==> src/rtl/attr_idx_pkg.sv <==
package attr_idx_pkg;

    localparam int IDX_W  = 32;
    localparam int SH_W   = $clog2(IDX_W);
    localparam int EXF_W  = 3;
    localparam int ODD_W  = 4;
    localparam int PROD_W = 2 * IDX_W + 1;

    typedef enum logic [1:0] {
        IM_PASS      = 2'd0,
        IM_MOD       = 2'd1,
        IM_DIV_P2    = 2'd2,
        IM_DIV_MAGIC = 2'd3
    } idx_mode_e;

    typedef struct packed {
        idx_mode_e             mode;
        logic [SH_W-1:0]       shift;
        logic [EXF_W-1:0]      extra;
        logic [IDX_W-1:0]      linear;
    } idx_req_t;

    typedef struct packed {
        idx_req_t              req;
        logic [IDX_W:0]        operand;   // index, plus one on round-down
        logic [IDX_W-1:0]      mult;      // multiplier, top bit forced
        logic [IDX_W-1:0]      upper;     // index >> shift
        logic [IDX_W-1:0]      lower;     // bits below shift
    } idx_s1_t;

    typedef struct packed {
        idx_req_t              req;
        logic [IDX_W-1:0]      upper;
        logic [IDX_W-1:0]      lower;
        logic [IDX_W-1:0]      prod_hi;
        logic [ODD_W-1:0]      odd_rem;
    } idx_s2_t;

    function automatic logic [ODD_W-1:0] odd_factor(input logic [EXF_W-1:0] e);
        case (e)
            3'd1:    return ODD_W'(3);
            3'd2:    return ODD_W'(5);
            3'd3:    return ODD_W'(7);
            3'd4:    return ODD_W'(9);
            default: return ODD_W'(1);
        endcase
    endfunction

    // Remainder of v by a small odd constant selected by e.
    function automatic logic [ODD_W-1:0] odd_mod(input logic [IDX_W-1:0] v,
                                                 input logic [EXF_W-1:0] e);
        case (e)
            3'd1:    return ODD_W'(v % IDX_W'(3));
            3'd2:    return ODD_W'(v % IDX_W'(5));
            3'd3:    return ODD_W'(v % IDX_W'(7));
            3'd4:    return ODD_W'(v % IDX_W'(9));
            default: return '0;
        endcase
    endfunction

endpackage

==> src/rtl/attr_idx_prep.sv <==
module attr_idx_prep
    import attr_idx_pkg::*;
(
    input  logic             clk,
    input  logic             rst,
    input  logic             in_v,
    input  idx_req_t         in_req,
    input  logic [IDX_W-1:0] in_magic,
    output logic             s1_v,
    output idx_s1_t          s1
);

    idx_s1_t          nxt;
    logic [IDX_W-1:0] low_mask;

    always_comb begin
        low_mask    = (IDX_W'(1) << in_req.shift) - IDX_W'(1);
        nxt.req     = in_req;
        nxt.operand = {1'b0, in_req.linear} + (IDX_W+1)'(in_req.extra[0]);
        nxt.mult    = {1'b1, in_magic[IDX_W-2:0]};
        nxt.upper   = in_req.linear >> in_req.shift;
        nxt.lower   = in_req.linear & low_mask;
    end

    always_ff @(posedge clk) begin
        if (rst) begin
            s1_v <= 1'b0;
            s1   <= '0;
        end else begin
            s1_v <= in_v;
            if (in_v) s1 <= nxt;
        end
    end

    AST_S1_FOLLOWS_INPUT: assert property (@(posedge clk) disable iff (rst)
        !$past(rst) |-> (s1_v == $past(in_v)));

endmodule

==> src/rtl/attr_idx_core.sv <==
module attr_idx_core
    import attr_idx_pkg::*;
(
    input  logic    clk,
    input  logic    rst,
    input  logic    s1_v,
    input  idx_s1_t s1,
    output logic    s2_v,
    output idx_s2_t s2
);

    logic [PROD_W-1:0] prod;
    idx_s2_t           nxt;

    always_comb begin
        prod         = PROD_W'(s1.operand) * PROD_W'(s1.mult);
        nxt.req      = s1.req;
        nxt.upper    = s1.upper;
        nxt.lower    = s1.lower;
        nxt.prod_hi  = prod[2*IDX_W-1:IDX_W];
        nxt.odd_rem  = odd_mod(s1.upper, s1.req.extra);
    end

    always_ff @(posedge clk) begin
        if (rst) begin
            s2_v <= 1'b0;
            s2   <= '0;
        end else begin
            s2_v <= s1_v;
            if (s1_v) s2 <= nxt;
        end
    end

    AST_S2_FOLLOWS_S1: assert property (@(posedge clk) disable iff (rst)
        !$past(rst) |-> (s2_v == $past(s1_v)));

    AST_PROD_NOT_ABOVE_INDEX: assert property (@(posedge clk) disable iff (rst)
        (s2_v && s2.req.mode == IM_DIV_MAGIC) |-> (s2.prod_hi <= s2.req.linear));

    AST_ODD_REM_IN_RANGE: assert property (@(posedge clk) disable iff (rst)
        (s2_v && s2.req.mode == IM_MOD) |-> (s2.odd_rem < odd_factor(s2.req.extra)));

endmodule

==> src/rtl/attr_idx_finish.sv <==
module attr_idx_finish
    import attr_idx_pkg::*;
(
    input  logic             clk,
    input  logic             rst,
    input  logic             s2_v,
    input  idx_s2_t          s2,
    output logic             out_v,
    output logic [IDX_W-1:0] out_idx
);

    logic [IDX_W-1:0] result;

    always_comb begin
        case (s2.req.mode)
            IM_PASS:   result = s2.req.linear;
            IM_MOD:    result = (IDX_W'(s2.odd_rem) << s2.req.shift) | s2.lower;
            IM_DIV_P2: result = s2.upper;
            default:   result = s2.prod_hi >> s2.req.shift;
        endcase
    end

    always_ff @(posedge clk) begin
        if (rst) begin
            out_v   <= 1'b0;
            out_idx <= '0;
        end else begin
            out_v <= s2_v;
            if (s2_v) out_idx <= result;
        end
    end

    AST_OUT_FOLLOWS_S2: assert property (@(posedge clk) disable iff (rst)
        !$past(rst) |-> (out_v == $past(s2_v)));

    AST_PASS_UNCHANGED: assert property (@(posedge clk) disable iff (rst)
        (out_v && $past(s2.req.mode) == IM_PASS) |-> (out_idx == $past(s2.req.linear)));

    AST_P2_NOT_ABOVE_INDEX: assert property (@(posedge clk) disable iff (rst)
        (out_v && $past(s2.req.mode) == IM_DIV_P2) |-> (out_idx <= $past(s2.req.linear)));

    AST_MOD_BELOW_MODULUS: assert property (@(posedge clk) disable iff (rst)
        (out_v && $past(s2.req.mode) == IM_MOD) |->
        (64'(out_idx) < (64'(odd_factor($past(s2.req.extra))) << $past(s2.req.shift))));

endmodule

==> src/rtl/attr_index_unit.sv <==
module attr_index_unit
    import attr_idx_pkg::*;
(
    input  logic             clk,
    input  logic             rst,
    input  logic             in_valid,
    input  logic [1:0]       in_mode,
    input  logic [IDX_W-1:0] in_linear,
    input  logic [SH_W-1:0]  in_shift,
    input  logic [EXF_W-1:0] in_extra,
    input  logic [IDX_W-1:0] in_magic,
    output logic             out_valid,
    output logic [IDX_W-1:0] out_index
);

    idx_req_t req;
    logic     s1_v, s2_v;
    idx_s1_t  s1;
    idx_s2_t  s2;

    always_comb begin
        req.mode   = idx_mode_e'(in_mode);
        req.shift  = in_shift;
        req.extra  = in_extra;
        req.linear = in_linear;
    end

    attr_idx_prep u_prep (
        .clk(clk), .rst(rst), .in_v(in_valid), .in_req(req),
        .in_magic(in_magic), .s1_v(s1_v), .s1(s1)
    );

    attr_idx_core u_core (
        .clk(clk), .rst(rst), .s1_v(s1_v), .s1(s1), .s2_v(s2_v), .s2(s2)
    );

    attr_idx_finish u_finish (
        .clk(clk), .rst(rst), .s2_v(s2_v), .s2(s2),
        .out_v(out_valid), .out_idx(out_index)
    );

endmodule

==> config.mk <==
export PLATFORM = sky130hd
export DESIGN_NAME = attr_index_unit
export DESIGN_NICKNAME = d
export VERILOG_FILES = /design/src/rtl/attr_idx_pkg.sv /design/src/rtl/attr_idx_prep.sv /design/src/rtl/attr_idx_core.sv /design/src/rtl/attr_idx_finish.sv /design/src/rtl/attr_index_unit.sv
export SDC_FILE = /design/constraint.sdc
export NUM_CORES = 2
export LEC_CHECK = 0
export CORE_UTILIZATION = 50
export CTS_CLUSTER_SIZE = 14
export DETAILED_ROUTE_END_ITERATION = 16
export PLACE_DENSITY = 0.77
export SLEW_MARGIN = 10
export SYNTH_ARGS = -nofsm -noshare
export SYNTH_HDL_FRONTEND = slang
export SYNTH_SLANG_ARGS = --single-unit
==> constraint.sdc <==
create_clock -name clk -period 73.1 [get_ports clk]
set_clock_uncertainty 0.15 [all_clocks]
set_input_delay 14.62 -clock clk [delete_from_list [all_inputs] [get_ports clk]]
set_output_delay 14.62 -clock clk [all_outputs]
set_load 0.02 [all_outputs]
==> run metrics <==
count leader, synth nand2_1; placed insts 9638; Detail Route Antenna Nets 0; Worst-Skew Late Latency 0.62 ns; H-tree depth 2; drt drc 0; initial drt markers 5727; Slew Limit Fails 0; worst hold slack 0.319 ns; die height 365 um; Non-Filler Instances 9730; synth top area cells fa_1 (28%), dfxtp_1 (10%), nand2_1 (6.9%), ha_1 (6.7%), inv_1 (6.1%); Max stage delay on crit path 0.59 ns; top post-synthesis cells by count nand2_1 (1208), inv_1 (1069), fa_1 (926); CTS tree yes; CTS Root Cell clkbuf_16; crit end category flip-flop; syn_nets 9435; Crit-path slowest cell or4_4; Max Cap Viol 1; largest net degree at the start of global routing 129; Hold Vio Cnt, Final 0; sequential area share after synthesis 0.105; Post-synth EDFFs 0; post-synth top area cell fa_1; most used cell, CP a21oi_1; startpoint type of the worst setup path flip-flop; Core Rows 132; DP Area 0.0687 sq mm; gr usage total 0.299; dpl ws 0.0683 ns; Synthesis Warnings 0; nets 9310; fin crit period 67.94 ns; gr ovfl total 0; Die W 365 um; synthesized flop and latch total 345; f_max 14.7 MHz; vias 58727; worst rel slew slack 0.00865; Tightest Pin Transition 1.47 ns; P&R area growth vs syn 6.94%; violations in the final reports max-capacitance violations; r2r setup slk 5.16 ns; DR WL/cell 20.4 um; Num CTS Buffers 40; clock sink total 345; hpwl dp 151 mm; Post-Syn Area per Cell 8.16 sq um; worst-path fanout max 13; Tcrit/Tclk final 0.929; IO buf count 108; layout cell share with drive strength beyond 1 0.0804; drt pass-1 iters 8; Main synth FF type dfxtp_1; Arr. time, crit path 68.28 ns; worst hold-check path type flip-flop to flip-flop; initial antenna violation count 4; initial core utilization 0.507; Yosys cell types 146; worst setup margin 5.16 ns; Post-Layout Inst Area 0.0705 sq mm; Crit Path Category flip-flop to flip-flop; Data required, critical path 73.45 ns; FILL cells 11885; DRT Wirelength 199 mm; RD Place Congestion 0.963; Mapped Area 0.0660 sq mm; ys async rst share 0; Setup violations, final 0; io pins 110; Core Region 0.130 sq mm; vias in the first global route 58704; first-pass GRT wire length 319 mm; cells after synthesis 8081; status finished with violations; hold_buf cts 0; area share of the largest cell type after synthesis 0.281; clk buf depth 3; Via density 6.04; die area 0.133 sq mm; Clock transition at path regs 0.07 ns
-- timing repair --
item                                    in CTS  in global routing
endpoints found under the setup margin       4                  4
setup buffers                                0                 18
gates resized for setup                      2                 60
pin swaps                                    0                  7
-- cell families (layout without fill, tap and decap cells) --
kind of cell,Yosys count,in the layout,share of synthesized area
XOR/XNOR,291,291,0.0390
other,0,1,0
multiplexers,409,409,0.0729
flip-flops,345,345,0.105
AND/OR/NAND/NOR,2949,2949,0.213
AO/OA/AOI/OAI,1248,1248,0.131
buffers and inverters,1561,1467,0.0919
adder cells (fa/ha/maj),1278,1278,0.348
-- sequential cells by signal (all words and copies together) (netlist names) --
| register | cells |
|---|---|
| u_core.s2_v | 1 |
| u_core.s2 | 139 |
| u_finish.out_v | 1 |
| u_prep.s1 | 171 |
| u_prep.s1_v | 1 |
| u_finish.out_idx | 32 |
-- worst max-delay path, delay by kind of cell, from the launching register on --
kind	cells	cell delay, ns
simple gates	124	26.69
compound gates	101	22.50
fa+ha+maj	33	9.99
mux	2	0.62
buf+inv	26	2.81
flops	1	0.44
xor+xnor	25	4.40
-- layout make-up --
type | instances | area, sq um | area share
Multi-Input combinational cell | 6175 | 53300 | 0.755
Sequential cell | 345 | 6930 | 0.0983
Inverter | 1076 | 4040 | 0.0573
Timing Repair Buffer | 318 | 2660 | 0.0377
Tap cell | 1742 | 2180 | 0.0309
Clock buffer | 57 | 1180 | 0.0168
Clock inverter | 16 | 273 | 0.00387
Antenna cell | 1 | 2.50 | 0.0000355
-- per-stage QoR --
step                      utilization  TNS (ns)
final                           0.542         0
after global routing            0.542    -0.468
after CTS                       0.539         0
after detailed placement        0.528         0
after global placement          0.528         0
after floorplan                     -         0
-- final timing paths --
path                  startpoint  depth (start not counted)            end
setup reg to reg  u_prep.s1[162]                        311   u_core.s2[3]
hold reg to reg    u_prep.s1[14]                          2  u_prep.s1[14]
setup / recovery  u_prep.s1[162]                        311   u_core.s2[3]
hold / removal     u_prep.s1[14]                          2  u_prep.s1[14]
-- placed cells by master, fill, tap and decap left out, drive strengths merged, types with 22 or more instances in the layout --
cell type,Yosys,final
o21bai,23,23
o31ai,22,22
nor2b,57,57
buf,89,216
a211oi,143,143
nand3,137,137
dfxtp,345,345
mux4,52,52
nor3,145,145
o21a,34,34
xor2,92,92
or3,42,42
a211o,26,26
ha,351,351
nand4,63,63
clkbuf,395,57
a21boi,24,24
xnor2,199,199
mux2i,307,307
fa,926,926
nor2,674,674
a21o,75,75
a31oi,51,51
o211ai,39,39
nor4,61,61
and3,60,60
inv,1070,1072
a21oi,351,351
and2,302,302
and4,26,26
or2,59,59
nand2,1212,1212
mux2,50,50
o21ai,195,195
clkdlybuf4s50,0,102
-- metal layers --
| metal | up-vias | wire [um] | track usage |
|---|---|---|---|
| met5 | - | 47 | 0 |
| met4 | 8 | 7940 | 0.104 |
| met3 | 565 | 22400 | 0.0705 |
| met2 | 3136 | 88000 | 0.466 |
| met1 | 28707 | 80300 | 0.405 |
| li1 | 26311 | - | - |
Power is not shown: default switching activity piles up to over one toggle a cycle in this logic, so the estimate is an artifact.
